File: config.mk
export PLATFORM = sky130hd
export DESIGN_NAME = mpu_rx_filter
export DESIGN_NICKNAME = d
export VERILOG_FILES = /design/src/rtl/mpu_rx_pkg.sv /design/src/rtl/mpu_rx_sampler.sv /design/src/rtl/mpu_rx_fifo.sv /design/src/rtl/mpu_rx_wake_ctl.sv /design/src/rtl/mpu_rx_filter.sv
export SDC_FILE = /design/constraint.sdc
export NUM_CORES = 1
export LEC_CHECK = 0
export ABC_AREA = 0
export CORE_ASPECT_RATIO = 0.75
export CORE_MARGIN = 4
export CORE_UTILIZATION = 55
export DETAILED_ROUTE_END_ITERATION = 10
export DONT_BUFFER_PORTS = 1
export HOLD_SLACK_MARGIN = 0.02
export PLACE_DENSITY = 0.67
export SKIP_CTS_REPAIR_TIMING = 1
export SKIP_LAST_GASP = 1
export SLEW_MARGIN = 15
export SYNTH_ARGS = -nofsm -noshare
export SYNTH_HDL_FRONTEND = slang
export SYNTH_HIERARCHICAL = 1
export SYNTH_SLANG_ARGS = --single-unit
File: constraint.sdc
create_clock -name clk -period 7.1 [get_ports clk]
set_clock_uncertainty 0.05 [all_clocks]
set_input_delay 2.13 -clock clk [delete_from_list [all_inputs] [get_ports clk]]
set_output_delay 2.13 -clock clk [all_outputs]
set_load 0.05 [all_outputs]
File: src/rtl/mpu_rx_pkg.sv
package mpu_rx_pkg;
   typedef enum logic [1:0] {
      RX_IDLE  = 2'd0,
      RX_START = 2'd1,
      RX_BITS  = 2'd2,
      RX_STOP  = 2'd3
   } rx_state_e;

   localparam int FLAG_RDY  = 0;
   localparam int FLAG_FER  = 1;
   localparam int FLAG_OVR  = 2;
   localparam int FLAG_MPB  = 3;
   localparam int NUM_FLAGS = 4;

   typedef logic [NUM_FLAGS-1:0] flag_vec_t;
endpackage

File: src/rtl/mpu_rx_sampler.sv
module mpu_rx_sampler
   import mpu_rx_pkg::*;
#(
   parameter int DATA_W      = 8,
   parameter int OSR         = 16,
   parameter int SYNC_STAGES = 2
) (
   input  logic              clk,
   input  logic              rst_n,
   input  logic              tick,
   input  logic              rx_i,
   input  logic              mp_en,
   output logic              frame_vld,
   output logic [DATA_W-1:0] frame_data,
   output logic              frame_mpb,
   output logic              frame_stop_ok
);
   localparam int CNT_W = $clog2(OSR);
   localparam int MID   = OSR / 2 - 1;
   localparam int BIT_W = $clog2(DATA_W + 2);

   generate
      if (OSR < 4 || (OSR % 2) != 0) begin : g_bad_osr
         $error("mpu_rx_sampler: OSR must be even and at least 4");
      end
      if (DATA_W < 5) begin : g_bad_w
         $error("mpu_rx_sampler: DATA_W must be at least 5");
      end
   endgenerate

   logic rx_s;

   generate
      if (SYNC_STAGES == 0) begin : g_nosync
         assign rx_s = rx_i;
      end else begin : g_sync
         logic [SYNC_STAGES-1:0] sh;
         always_ff @(posedge clk or negedge rst_n) begin
            if (!rst_n) sh <= '1;
            else        sh <= (sh << 1) | SYNC_STAGES'(rx_i);
         end
         assign rx_s = sh[SYNC_STAGES-1];
      end
   endgenerate

   rx_state_e          st;
   logic [CNT_W-1:0]   cnt;
   logic [BIT_W-1:0]   bit_idx;
   logic [BIT_W-1:0]   last_idx;
   logic               armed;

   assign last_idx = mp_en ? BIT_W'(DATA_W) : BIT_W'(DATA_W - 1);

   always_ff @(posedge clk or negedge rst_n) begin
      if (!rst_n) begin
         st            <= RX_IDLE;
         cnt           <= '0;
         bit_idx       <= '0;
         armed         <= 1'b0;
         frame_vld     <= 1'b0;
         frame_data    <= '0;
         frame_mpb     <= 1'b0;
         frame_stop_ok <= 1'b0;
      end else begin
         frame_vld <= 1'b0;
         if (tick) begin
            unique case (st)
               RX_IDLE: begin
                  if (rx_s) begin
                     armed <= 1'b1;
                  end else if (armed) begin
                     st  <= RX_START;
                     cnt <= '0;
                  end
               end
               RX_START: begin
                  if (cnt == CNT_W'(MID)) begin
                     cnt <= '0;
                     if (rx_s) begin
                        st <= RX_IDLE;
                     end else begin
                        st        <= RX_BITS;
                        bit_idx   <= '0;
                        frame_mpb <= 1'b0;
                     end
                  end else begin
                     cnt <= cnt + 1'b1;
                  end
               end
               RX_BITS: begin
                  if (cnt == CNT_W'(OSR - 1)) begin
                     cnt <= '0;
                     if (bit_idx < BIT_W'(DATA_W)) frame_data <= {rx_s, frame_data[DATA_W-1:1]};
                     else                          frame_mpb  <= rx_s;
                     if (bit_idx == last_idx) st <= RX_STOP;
                     bit_idx <= bit_idx + 1'b1;
                  end else begin
                     cnt <= cnt + 1'b1;
                  end
               end
               RX_STOP: begin
                  if (cnt == CNT_W'(OSR - 1)) begin
                     cnt           <= '0;
                     frame_vld     <= 1'b1;
                     frame_stop_ok <= rx_s;
                     armed         <= 1'b0;
                     st            <= RX_IDLE;
                  end else begin
                     cnt <= cnt + 1'b1;
                  end
               end
               default: st <= RX_IDLE;
            endcase
         end
      end
   end
endmodule

File: src/rtl/mpu_rx_fifo.sv
module mpu_rx_fifo #(
   parameter int WIDTH = 8,
   parameter int DEPTH = 16
) (
   input  logic             clk,
   input  logic             rst_n,
   input  logic             push,
   input  logic [WIDTH-1:0] din,
   output logic             full,
   output logic             out_valid,
   input  logic             out_ready,
   output logic [WIDTH-1:0] dout
);
   localparam int AW = (DEPTH > 1) ? $clog2(DEPTH) : 1;
   localparam int CW = $clog2(DEPTH + 1);
   localparam bit POW2 = ((DEPTH & (DEPTH - 1)) == 0);

   generate
      if (DEPTH < 2) begin : g_bad_depth
         $error("mpu_rx_fifo: DEPTH must be at least 2");
      end
   endgenerate

   logic [WIDTH-1:0] mem [DEPTH];
   logic [AW-1:0]    wp, rp, wp_nx, rp_nx;
   logic [CW-1:0]    cnt;
   logic             do_push, do_pop;

   assign full      = (cnt == CW'(DEPTH));
   assign out_valid = (cnt != '0);
   assign dout      = mem[rp];
   assign do_push   = push && !full;
   assign do_pop    = out_valid && out_ready;

   generate
      if (POW2) begin : g_wrap_free
         assign wp_nx = wp + 1'b1;
         assign rp_nx = rp + 1'b1;
      end else begin : g_wrap_cmp
         assign wp_nx = (wp == AW'(DEPTH - 1)) ? '0 : wp + 1'b1;
         assign rp_nx = (rp == AW'(DEPTH - 1)) ? '0 : rp + 1'b1;
      end
   endgenerate

   always_ff @(posedge clk) begin
      if (do_push) mem[wp] <= din;
   end

   always_ff @(posedge clk or negedge rst_n) begin
      if (!rst_n) begin
         wp  <= '0;
         rp  <= '0;
         cnt <= '0;
      end else begin
         if (do_push) wp <= wp_nx;
         if (do_pop)  rp <= rp_nx;
         unique case ({do_push, do_pop})
            2'b10:   cnt <= cnt + 1'b1;
            2'b01:   cnt <= cnt - 1'b1;
            default: cnt <= cnt;
         endcase
      end
   end
endmodule

File: src/rtl/mpu_rx_wake_ctl.sv
module mpu_rx_wake_ctl
   import mpu_rx_pkg::*;
(
   input  logic      clk,
   input  logic      rst_n,
   input  logic      frame_vld,
   input  logic      frame_mpb,
   input  logic      frame_stop_ok,
   input  logic      fifo_full,
   input  logic      cfg_async,
   input  logic      cfg_irda,
   input  logic      cfg_mp_en,
   input  logic      sw_wr,
   input  logic      sw_wdata,
   input  flag_vec_t flag_clr,
   output logic      filt_en,
   output logic      wake_active,
   output logic      fifo_push,
   output flag_vec_t flags
);
   logic      qualify, accept, overrun, hw_clear;
   flag_vec_t set_vec;

   assign qualify     = cfg_async && !cfg_irda && cfg_mp_en;
   assign wake_active = filt_en && qualify;
   assign accept      = frame_vld && (!wake_active || frame_mpb);
   assign fifo_push   = accept && !fifo_full;
   assign overrun     = accept && fifo_full;
   assign hw_clear    = frame_vld && wake_active && frame_mpb;

   always_comb begin
      set_vec           = '0;
      set_vec[FLAG_RDY] = fifo_push;
      set_vec[FLAG_FER] = accept && !frame_stop_ok;
      set_vec[FLAG_OVR] = overrun;
      set_vec[FLAG_MPB] = accept && cfg_mp_en && frame_mpb;
   end

   always_ff @(posedge clk or negedge rst_n) begin
      if (!rst_n) begin
         filt_en <= 1'b0;
         flags   <= '0;
      end else begin
         if (hw_clear)   filt_en <= 1'b0;
         else if (sw_wr) filt_en <= sw_wdata;
         flags <= (flags & ~flag_clr) | set_vec;
      end
   end
endmodule

File: src/rtl/mpu_rx_filter.sv
module mpu_rx_filter
   import mpu_rx_pkg::*;
#(
   parameter int DATA_W      = 8,
   parameter int FIFO_DEPTH  = 16,
   parameter int OSR         = 16,
   parameter int SYNC_STAGES = 2
) (
   input  logic              clk,
   input  logic              rst_n,
   input  logic              rx_i,
   input  logic              tick_int_i,
   input  logic              tick_ext_i,
   input  logic              cfg_async_i,
   input  logic              cfg_irda_i,
   input  logic              cfg_mp_en_i,
   input  logic [1:0]        cfg_cke_i,
   input  logic              cfg_rie_i,
   input  logic              wake_wr_i,
   input  logic              wake_wdata_i,
   input  logic [3:0]        flag_clr_i,
   output logic              wake_en_o,
   output logic [3:0]        flags_o,
   output logic              rd_valid_o,
   input  logic              rd_ready_i,
   output logic [DATA_W-1:0] rd_data_o,
   output logic              irq_rx_o,
   output logic              irq_err_o,
   output logic              sck_oe_o
);
   generate
      if (NUM_FLAGS != 4) begin : g_bad_flags
         $error("mpu_rx_filter: flag port width assumes four flags");
      end
   endgenerate

   logic              tick_sel;
   logic              frame_vld, frame_mpb, frame_stop_ok;
   logic [DATA_W-1:0] frame_data;
   logic              fifo_full, fifo_push, wake_active, filt_en;
   flag_vec_t         flags;

   assign tick_sel = cfg_cke_i[1] ? tick_ext_i : tick_int_i;
   assign sck_oe_o = cfg_async_i && !cfg_cke_i[1] && cfg_cke_i[0];

   mpu_rx_sampler #(
      .DATA_W(DATA_W), .OSR(OSR), .SYNC_STAGES(SYNC_STAGES)
   ) u_sampler (
      .clk(clk), .rst_n(rst_n), .tick(tick_sel), .rx_i(rx_i), .mp_en(cfg_mp_en_i),
      .frame_vld(frame_vld), .frame_data(frame_data), .frame_mpb(frame_mpb),
      .frame_stop_ok(frame_stop_ok)
   );

   mpu_rx_wake_ctl u_wake (
      .clk(clk), .rst_n(rst_n), .frame_vld(frame_vld), .frame_mpb(frame_mpb),
      .frame_stop_ok(frame_stop_ok), .fifo_full(fifo_full),
      .cfg_async(cfg_async_i), .cfg_irda(cfg_irda_i), .cfg_mp_en(cfg_mp_en_i),
      .sw_wr(wake_wr_i), .sw_wdata(wake_wdata_i), .flag_clr(flag_vec_t'(flag_clr_i)),
      .filt_en(filt_en), .wake_active(wake_active), .fifo_push(fifo_push), .flags(flags)
   );

   mpu_rx_fifo #(
      .WIDTH(DATA_W), .DEPTH(FIFO_DEPTH)
   ) u_fifo (
      .clk(clk), .rst_n(rst_n), .push(fifo_push), .din(frame_data), .full(fifo_full),
      .out_valid(rd_valid_o), .out_ready(rd_ready_i), .dout(rd_data_o)
   );

   assign wake_en_o = filt_en;
   assign flags_o   = flags;
   assign irq_rx_o  = cfg_rie_i && flags[FLAG_RDY];
   assign irq_err_o = cfg_rie_i && (flags[FLAG_FER] || flags[FLAG_OVR]);
endmodule

==> results of run 1 <==
[Yosys cell counts, types with 7 or more instances]
cell / count / area (µm²)
a221oi_1: 16 / 140
a22oi_1: 8 / 60.1
buf_6: 8 / 90.1
dfrtp_1: 40 / 1000
edfxtp_1: 128 / 3840
ha_1: 11 / 138
inv_1: 11 / 41.3
mux2_2: 11 / 124
mux2i_1: 35 / 350
mux4_2: 16 / 360
nand2_1: 22 / 82.6
nand2b_1: 8 / 50.1
nor2_1: 15 / 56.3
nor3_1: 7 / 35.0
o21ai_0: 17 / 85.1
xnor2_1: 9 / 78.8
[worst max-delay path, cell delays in order, from the launching register on]
cell and delay [ps]:
dfrtp_2 680, buf_4 610, mux2i_1 150, a221oi_1 480, o21ai_0 190, nand2_1 400
[metal layers]
layer	vias to the layer above	global-route usage, %	part of all wire, %
met1	1941	29.2	47
met4	0	5.39	1.0
met3	10	5.51	6.8
met2	108	28.3	46
met5	-	0	0
li1	1747	-	-
[logic make-up after synthesis]
logic type / after synthesis
compound gates: 70
xor+xnor: 11
fa+ha+maj: 12
buf+inv: 34
flops: 170
mux: 65
simple gates: 86
[power by group through the flow]
stage	clock network (mW)	logic, mW	registers [mW]
6_report	0.895	0.714	1.25
5_1_grt	0.956	0.771	1.26
4_1_cts	0.911	0.721	1.25
3_5_place_dp	0	0.719	1.27
3_3_place_gp	0	0.699	1.26
2_1_floorplan	0	0.723	1.17
[state kept, by name, summed over array words and instances (netlist names), named ones only]
signal,cells
u_fifo/mem,128
u_sampler/frame_data,8
u_fifo/cnt,5
u_fifo/rp,4
u_fifo/wp,4
u_sampler/bit_idx,4
u_sampler/cnt,4
u_wake/flags,4
u_sampler/g_sync.sh,2
u_sampler/armed,1
u_sampler/frame_mpb,1
u_sampler/frame_stop_ok,1
u_sampler/frame_vld,1
u_sampler/st,1
u_wake/filt_en,1
[cell type report]
| cell class | count | area [µm²] |
|---|---|---|
| clock buffer | 18 | 429 |
| clock inverter | 14 | 146 |
| fill | 938 | 5030 |
| inverter | 11 | 41.3 |
| multi-input combinational | 244 | 2170 |
| sequential | 170 | 4900 |
| tap | 171 | 214 |
| timing repair buffer | 6 | 45.0 |
[through the flow]
stage	hold WS [ps]	total power [mW]	cell area, µm²	utilization (%)	instances
global placement	296	1.96	7370	56.8	602
detailed placement	299	1.98	7370	56.8	602
global route	313	2.99	7940	61.2	634
CTS	308	2.88	7940	61.2	634
finish	307	2.86	7940	61.2	634
floorplan	295	1.90	7280	-	448
[worst max-delay path by stage]
stage | from | cells after the start | to
floorplan | cfg_rie_i | 1 | irq_rx_o
global placement | cfg_rie_i | 1 | irq_rx_o
detailed placement | cfg_mp_en_i | 10 | u_fifo/cnt[4]$_DFFE_PN0P_
CTS | u_fifo/rp[0]$_DFFE_PN0P_ | 5 | rd_data_o[1]
global route | u_fifo/rp[0]$_DFFE_PN0P_ | 5 | rd_data_o[5]
finish | u_fifo/rp[0]$_DFFE_PN0P_ | 5 | rd_data_o[5]
==> metrics.md, run 1 <==
| Metric | Value |
|---|---|
| Outcome | `completed` |
| Async set-reset flop share out of synthesis | `between 20% and 30%` |
| Number of H-tree levels | `4` |
| Share of power burned in registers | `roughly 44%` |
| Worst hold path stage count | `0` |
| Setup slack after layout | `roughly 1900 ps` |
| Root buf cell | `clkbuf_16` |
| WHS Endpoint | `u_sampler/g_sync.sh[1]$_DFF_PN1_` |
| Comb power frac | `about a quarter` |
| Crit Reg-Reg Startpoint | `u_wake/filt_en$_DFFE_PN0P_` |
| CTS tree | `done` |
| All-Layer GR Usage | `between 15 and 20%` |
| Residual DRC count | `0` |
| Final ANT Viol Nets | `0` |
| Antenna Cells | `0` |
| Largest net degree at the start of global routing | `43` |
| Synth Flop Type | `edfxtp_1` |
| Commonest non-fill, non-tap cells in the layout | `edfxtp_1 (128), dfrtp_1 (39), mux2i_1 (35), nand2_1 (22)` |
| Period Utilization, post-route | `between 70% and 80%` |
| Critical Path Start Type | `flip-flop` |
| Number of global-route vias before repair | `around 3700` |
| Worst Hold Class | `flip-flop to flip-flop` |
| Fin Setup TNS | `0 ps` |
| Commonest non-fill, non-tap cell in the layout | `edfxtp_1` |
| Crit Path Class | `flip-flop to primary output` |
| Xor/xnor share of the synthesized area | `around 1.3%` |
| Num rows | `36` |
| Slew Viols, Final | `0` |
| Num ports | `35` |
| Post-Place Worst Slack | `2340 ps` |
| Global placer's final weighted congestion | `around 0.73` |
| Synthesized Nets | `~480` |
| Die H | `between 100 and 150 µm` |
| Fin crit period | `a little over 5000 ps` |
| Leak pwr | `approximately 2.9 nW` |
| Synth Area in Simple Gates | `6.78%` |
| Yosys cell types | `just over 60` |
| Sw power | `0.942 mW` |
| Hold Startpoint | `u_sampler/g_sync.sh[0]$_DFF_PN1_` |
| Clk Latency, worst-skew pair | `about 420 ps` |
| TritonCTS Buffers | `17` |
| Seq cells post-synth | `170` |
| Starting density of the core | `56.1%` |
| Max cap viols | `0` |
| Critical Path RT | `4920 ps` |
| Post-synthesis compound-gate area fraction | `approximately 7.5%` |
| Clock power share | `between 30% and 40%` |
| Final hold vios | `0` |
| Crit path arrival time | `2990 ps` |
| Fmax | `between 0.15 and 0.2 GHz` |
| Multiplexer area fraction after synthesis | `12.0%` |
| Adder-Cell Fraction of Synth Area | `approximately 2.2%` |
| Max clock buf depth | `2` |
| Clock transition at path regs | `~60 ps` |
| Syn_area_per_cell | `between 15 and 20 µm²` |
| Port Buf Inserts | `0` |
| Die width | `around 140 µm` |
| Die area | `roughly 15000 µm²` |
| Sw Ratio | `33.0%` |
| Core Footprint | `13000 µm²` |
| Final setup vio count | `0` |
| P&R area growth vs syn | `9.18%` |
| Via density per instance | `~6.0` |
| Setup crit end kind | `primary output` |
| Final wirelength | `approximately 14 mm` |
| Power per standard cell area | `about 360 nW/µm²` |
| Synthesized instance count | `~450` |
| DR pass1 iterations | `5` |
| Largest family of logic cells by synthesized area | `multiplexers` |
| Internal power | `roughly 1.9 mW` |
| Worst slew pin tran | `about 1000 ps` |
| Seq/Total Area, Yosys | `67.3%` |
| Rel. slew slack | `~30%` |
| Post-synth EDFFs | `~130` |
| RSZ-0062 raised after global routing | `no` |
| Yosys warns | `6` |
| Initial DRC count | `between 300 and 400` |
| Layout Nets | `480` |
| Worst-case vdd ir drop | `roughly 200 µV` |
| R2r setup slk | `~3800 ps` |
| Gr ovfl total | `0` |
| Initial antenna violation count | `0` |
| TritonCTS Sinks | `170` |
| CP max FO | `34` |
| R2r endpoint | `u_fifo/cnt[4]$_DFFE_PN0P_` |
| Share of cells above drive strength 1 | `between 10% and 20%` |
| HPWL Detailed | `approximately 9.0 mm` |
| FF-to-FF path depth | `10` |
| WL per Instance | `about 22 µm` |
| Global-route wire length before repair | `~22 mm` |
| Mapped cell area | `just over 7000 µm²` |
| Vias | `roughly 3800` |
Power figures use the tool's default switching activity.
==> run 2, diff against run 1 <==
--- a/config.mk
+++ b/config.mk
@@ -12,7 +12,7 @@
 export DETAILED_ROUTE_END_ITERATION = 10
 export DONT_BUFFER_PORTS = 1
 export HOLD_SLACK_MARGIN = 0.02
-export PLACE_DENSITY = 0.67
+export PLACE_DENSITY = 0.7
 export SKIP_CTS_REPAIR_TIMING = 1
 export SKIP_LAST_GASP = 1
 export SLEW_MARGIN = 15
==> constraint.sdc (replaced) <==
create_clock -name clk -period 4.3 [get_ports clk]
set_clock_uncertainty 0.05 [all_clocks]
set_input_delay 1.29 -clock clk [delete_from_list [all_inputs] [get_ports clk]]
set_output_delay 1.29 -clock clk [all_outputs]
set_load 0.05 [all_outputs]
==> run 2 against run 1 <==
Against the previous run: cell area up 0.65%; clock power up 60%; sequential power is 58% higher; sequential share of layout area down 0.40 points; combinational power increased by 76%; highest routed layer unchanged; first-iteration DRC count fell by 7.4%; critical path type unchanged; worst setup slack got worse by 1500 ps; non-clock buffer count up 7; worst hold slack hardly changed.
==> metrics.md, run 2 (synthesis results as in run 1) <==
| Metric | Value |
|---|---|
| Vias | `roughly 3800` |
| TritonCTS Buffers | `17` |
| Antenna Cells | `0` |
| Rel. slew slack | `between 40 and 50%` |
| Num ports | `35` |
| Reg with most FFs | `u_fifo/mem` |
| WHS Endpoint | `u_sampler/g_sync.sh[1]$_DFF_PN1_` |
| Number of global-route vias before repair | `3708` |
| Die width | `~140 µm` |
| RSZ-0062 raised after global routing | `no` |
| Final hold vios | `0` |
| Internal power | `around 3.2 mW` |
| Starting density of the core | `56.1%` |
| Port Buf Inserts | `0` |
| Crit Reg-Reg Startpoint | `u_wake/filt_en$_DFFE_PN0P_` |
| Sw Ratio | `32.3%` |
| CTS tree | `done` |
| Crit Path Class | `flip-flop to primary output` |
| Slew Viols, Final | `0` |
| Largest register FFs | `around 130` |
| TritonCTS Sinks | `170` |
| Hold Startpoint | `u_sampler/g_sync.sh[0]$_DFF_PN1_` |
| Top delay family on crit path | `simple AND/OR/NAND/NOR gates` |
| DR pass1 iterations | `6` |
| Total power | `approximately 4.7 mW` |
| Residual DRC count | `0` |
| Comb power frac | `a little over a quarter` |
| Fin Setup TNS | `0 ps` |
| Worst slew pin tran | `~780 ps` |
| Power per standard cell area | `about 590 nW/µm²` |
| Min Hold Slack | `between 300 and 400 ps` |
| Critical Path RT | `between 2000 and 3000 ps` |
| Clock transition at path regs | `approximately 60 ps` |
| Outcome | `completed` |
| Global-route wire length before repair | `20.6 mm` |
| Largest stage delay, worst path | `~510 ps` |
| Gr ovfl total | `0` |
| Fill cells | `slightly above 900` |
| Worst-case vdd ir drop | `approximately 330 µV` |
| Period Utilization, post-route | `between 80% and 90%` |
| Max cap viols | `0` |
| Crit path buf inv count | `1` |
| Final Util | `~62%` |
| Clock power share | `a little under a third` |
| Fmax | `between 0.2 and 0.3 GHz` |
| Root buf cell | `clkbuf_16` |
| Die H | `about 110 µm` |
| Initial antenna violation count | `0` |
| Global placer's final weighted congestion | `about 0.8` |
| Register area | `4900 µm²` |
| Layout Nets | `roughly 490` |
| Post-Layout Cell Count | `around 640` |
| Commonest non-fill, non-tap cell in the layout | `edfxtp_1` |
| HPWL Detailed | `8.34 mm` |
| Top Registers | `u_fifo/mem: 128 flops, u_sampler/frame_data: 8 flops, u_fifo/cnt: 5 flops` |
| Share of cells above drive strength 1 | `18.7%` |
| Share of power burned in registers | `between 40 and 50%` |
| Critical path depth | `5` |
| Core Footprint | `about 13000 µm²` |
| Placed insts | `609` |
| Worst Hold Class | `flip-flop to flip-flop` |
| Commonest non-fill, non-tap cells in the layout | `edfxtp_1 (128), dfrtp_1 (39), mux2i_1 (35), nand2_1 (22)` |
| Worst hold path stage count | `0` |
| Critical Path Start Type | `flip-flop` |
| FF-to-FF path depth | `10` |
| CP max FO | `11` |
| Final setup vio count | `0` |
| Sw power | `between 1.5 and 2 mW` |
| Slowest cell on the critical path | `dfrtp_1` |
| Largest net degree at the start of global routing | `52` |
| Clk Latency, worst-skew pair | `between 400 and 500 ps` |
| Fin crit period | `between 3000 and 4000 ps` |
| Multi-input combinational cell area | `around 2200 µm²` |
| Num rows | `36` |
| Leak pwr | `between 2 and 3 nW` |
| Initial DRC count | `approximately 320` |
| WL per Instance | `about 20 µm` |
| Max clock buf depth | `2` |
| Number of H-tree levels | `4` |
| All-Layer GR Usage | `a little under a fifth` |
| Die area | `15200 µm²` |
| Via density per instance | `around 5.9` |
| R2r endpoint | `u_fifo/cnt[4]$_DFFE_PN0P_` |
| Crit path arrival time | `between 2000 and 3000 ps` |
| Setup crit end kind | `primary output` |
| Final ANT Viol Nets | `0` |
| R2r setup slk | `approximately 1100 ps` |
| Final wirelength | `between 10 and 15 mm` |
| CP Cell Sequence | `nor2b_1 > buf_4 > a221oi_1 > a22oi_1 > nand2_1` |
| P&R area growth vs syn | `9.89%` |
-- run 2: power groups by stage --
stage	combinational, mW	clock (mW)	sequential [mW]
CTS	1.28	1.46	1.98
floorplan	1.19	0	1.94
detailed placement	1.27	0	2.01
finish	1.26	1.43	1.98
global placement	1.25	0	2.01
global route	1.38	1.55	2.00
-- run 2: area by class of cell --
type | instances | share of cell area [%]
flip-flops and latches | 170 | 61.3
multi-input cells | 244 | 27.1
clock buffers | 19 | 5.41
well taps | 171 | 2.68
clock inverters | 13 | 1.61
repair buffers | 13 | 1.38
inverters | 11 | 0.516
-- run 2: worst reg2reg max path, delay by kind of cell (launching register included) --
kind                     cells  cell delay, ps
AND/OR/NAND/NOR              1             400
adder cells (fa/ha/maj)      2             740
XOR/XNOR                     1             130
multiplexers                 1             230
buffers and inverters        1              90
AO/OA/AOI/OAI                4             890
flip-flops                   1             580
-- run 2: worst max-delay path by stage --
stage                                   startpoint                         to  slack, ps
after detailed placement               cfg_mp_en_i  u_fifo/cnt[4]$_DFFE_PN0P_        490
after CTS                 u_fifo/rp[2]$_DFFE_PN0P_               rd_data_o[1]        470
final                     u_fifo/rp[2]$_DFFE_PN0P_               rd_data_o[7]        450
after global placement                 cfg_mp_en_i  u_fifo/cnt[4]$_DFFE_PN0P_        570
after global routing      u_fifo/rp[2]$_DFFE_PN0P_               rd_data_o[7]        290
after floorplan                        cfg_mp_en_i  u_fifo/cnt[4]$_DFFE_PN0P_        710
-- run 2: per-stage QoR --
stage	setup slack, ps	cell area [µm²]
2_1_floorplan	706	7280
4_1_cts	473	8000
6_report	452	8000
5_1_grt	286	8000
3_5_place_dp	488	7430
3_3_place_gp	569	7430
-- run 2: metal layers --
| metal | up-vias | routed length [µm] | track usage [%] |
|---|---|---|---|
| li1 | 1763 | - | - |
| met1 | 1923 | 5900 | 26.2 |
| met2 | 89 | 5890 | 27.1 |
| met3 | 17 | 753 | 5.77 |
| met4 | 0 | 137 | 4.77 |
| met5 | - | 0 | 0 |
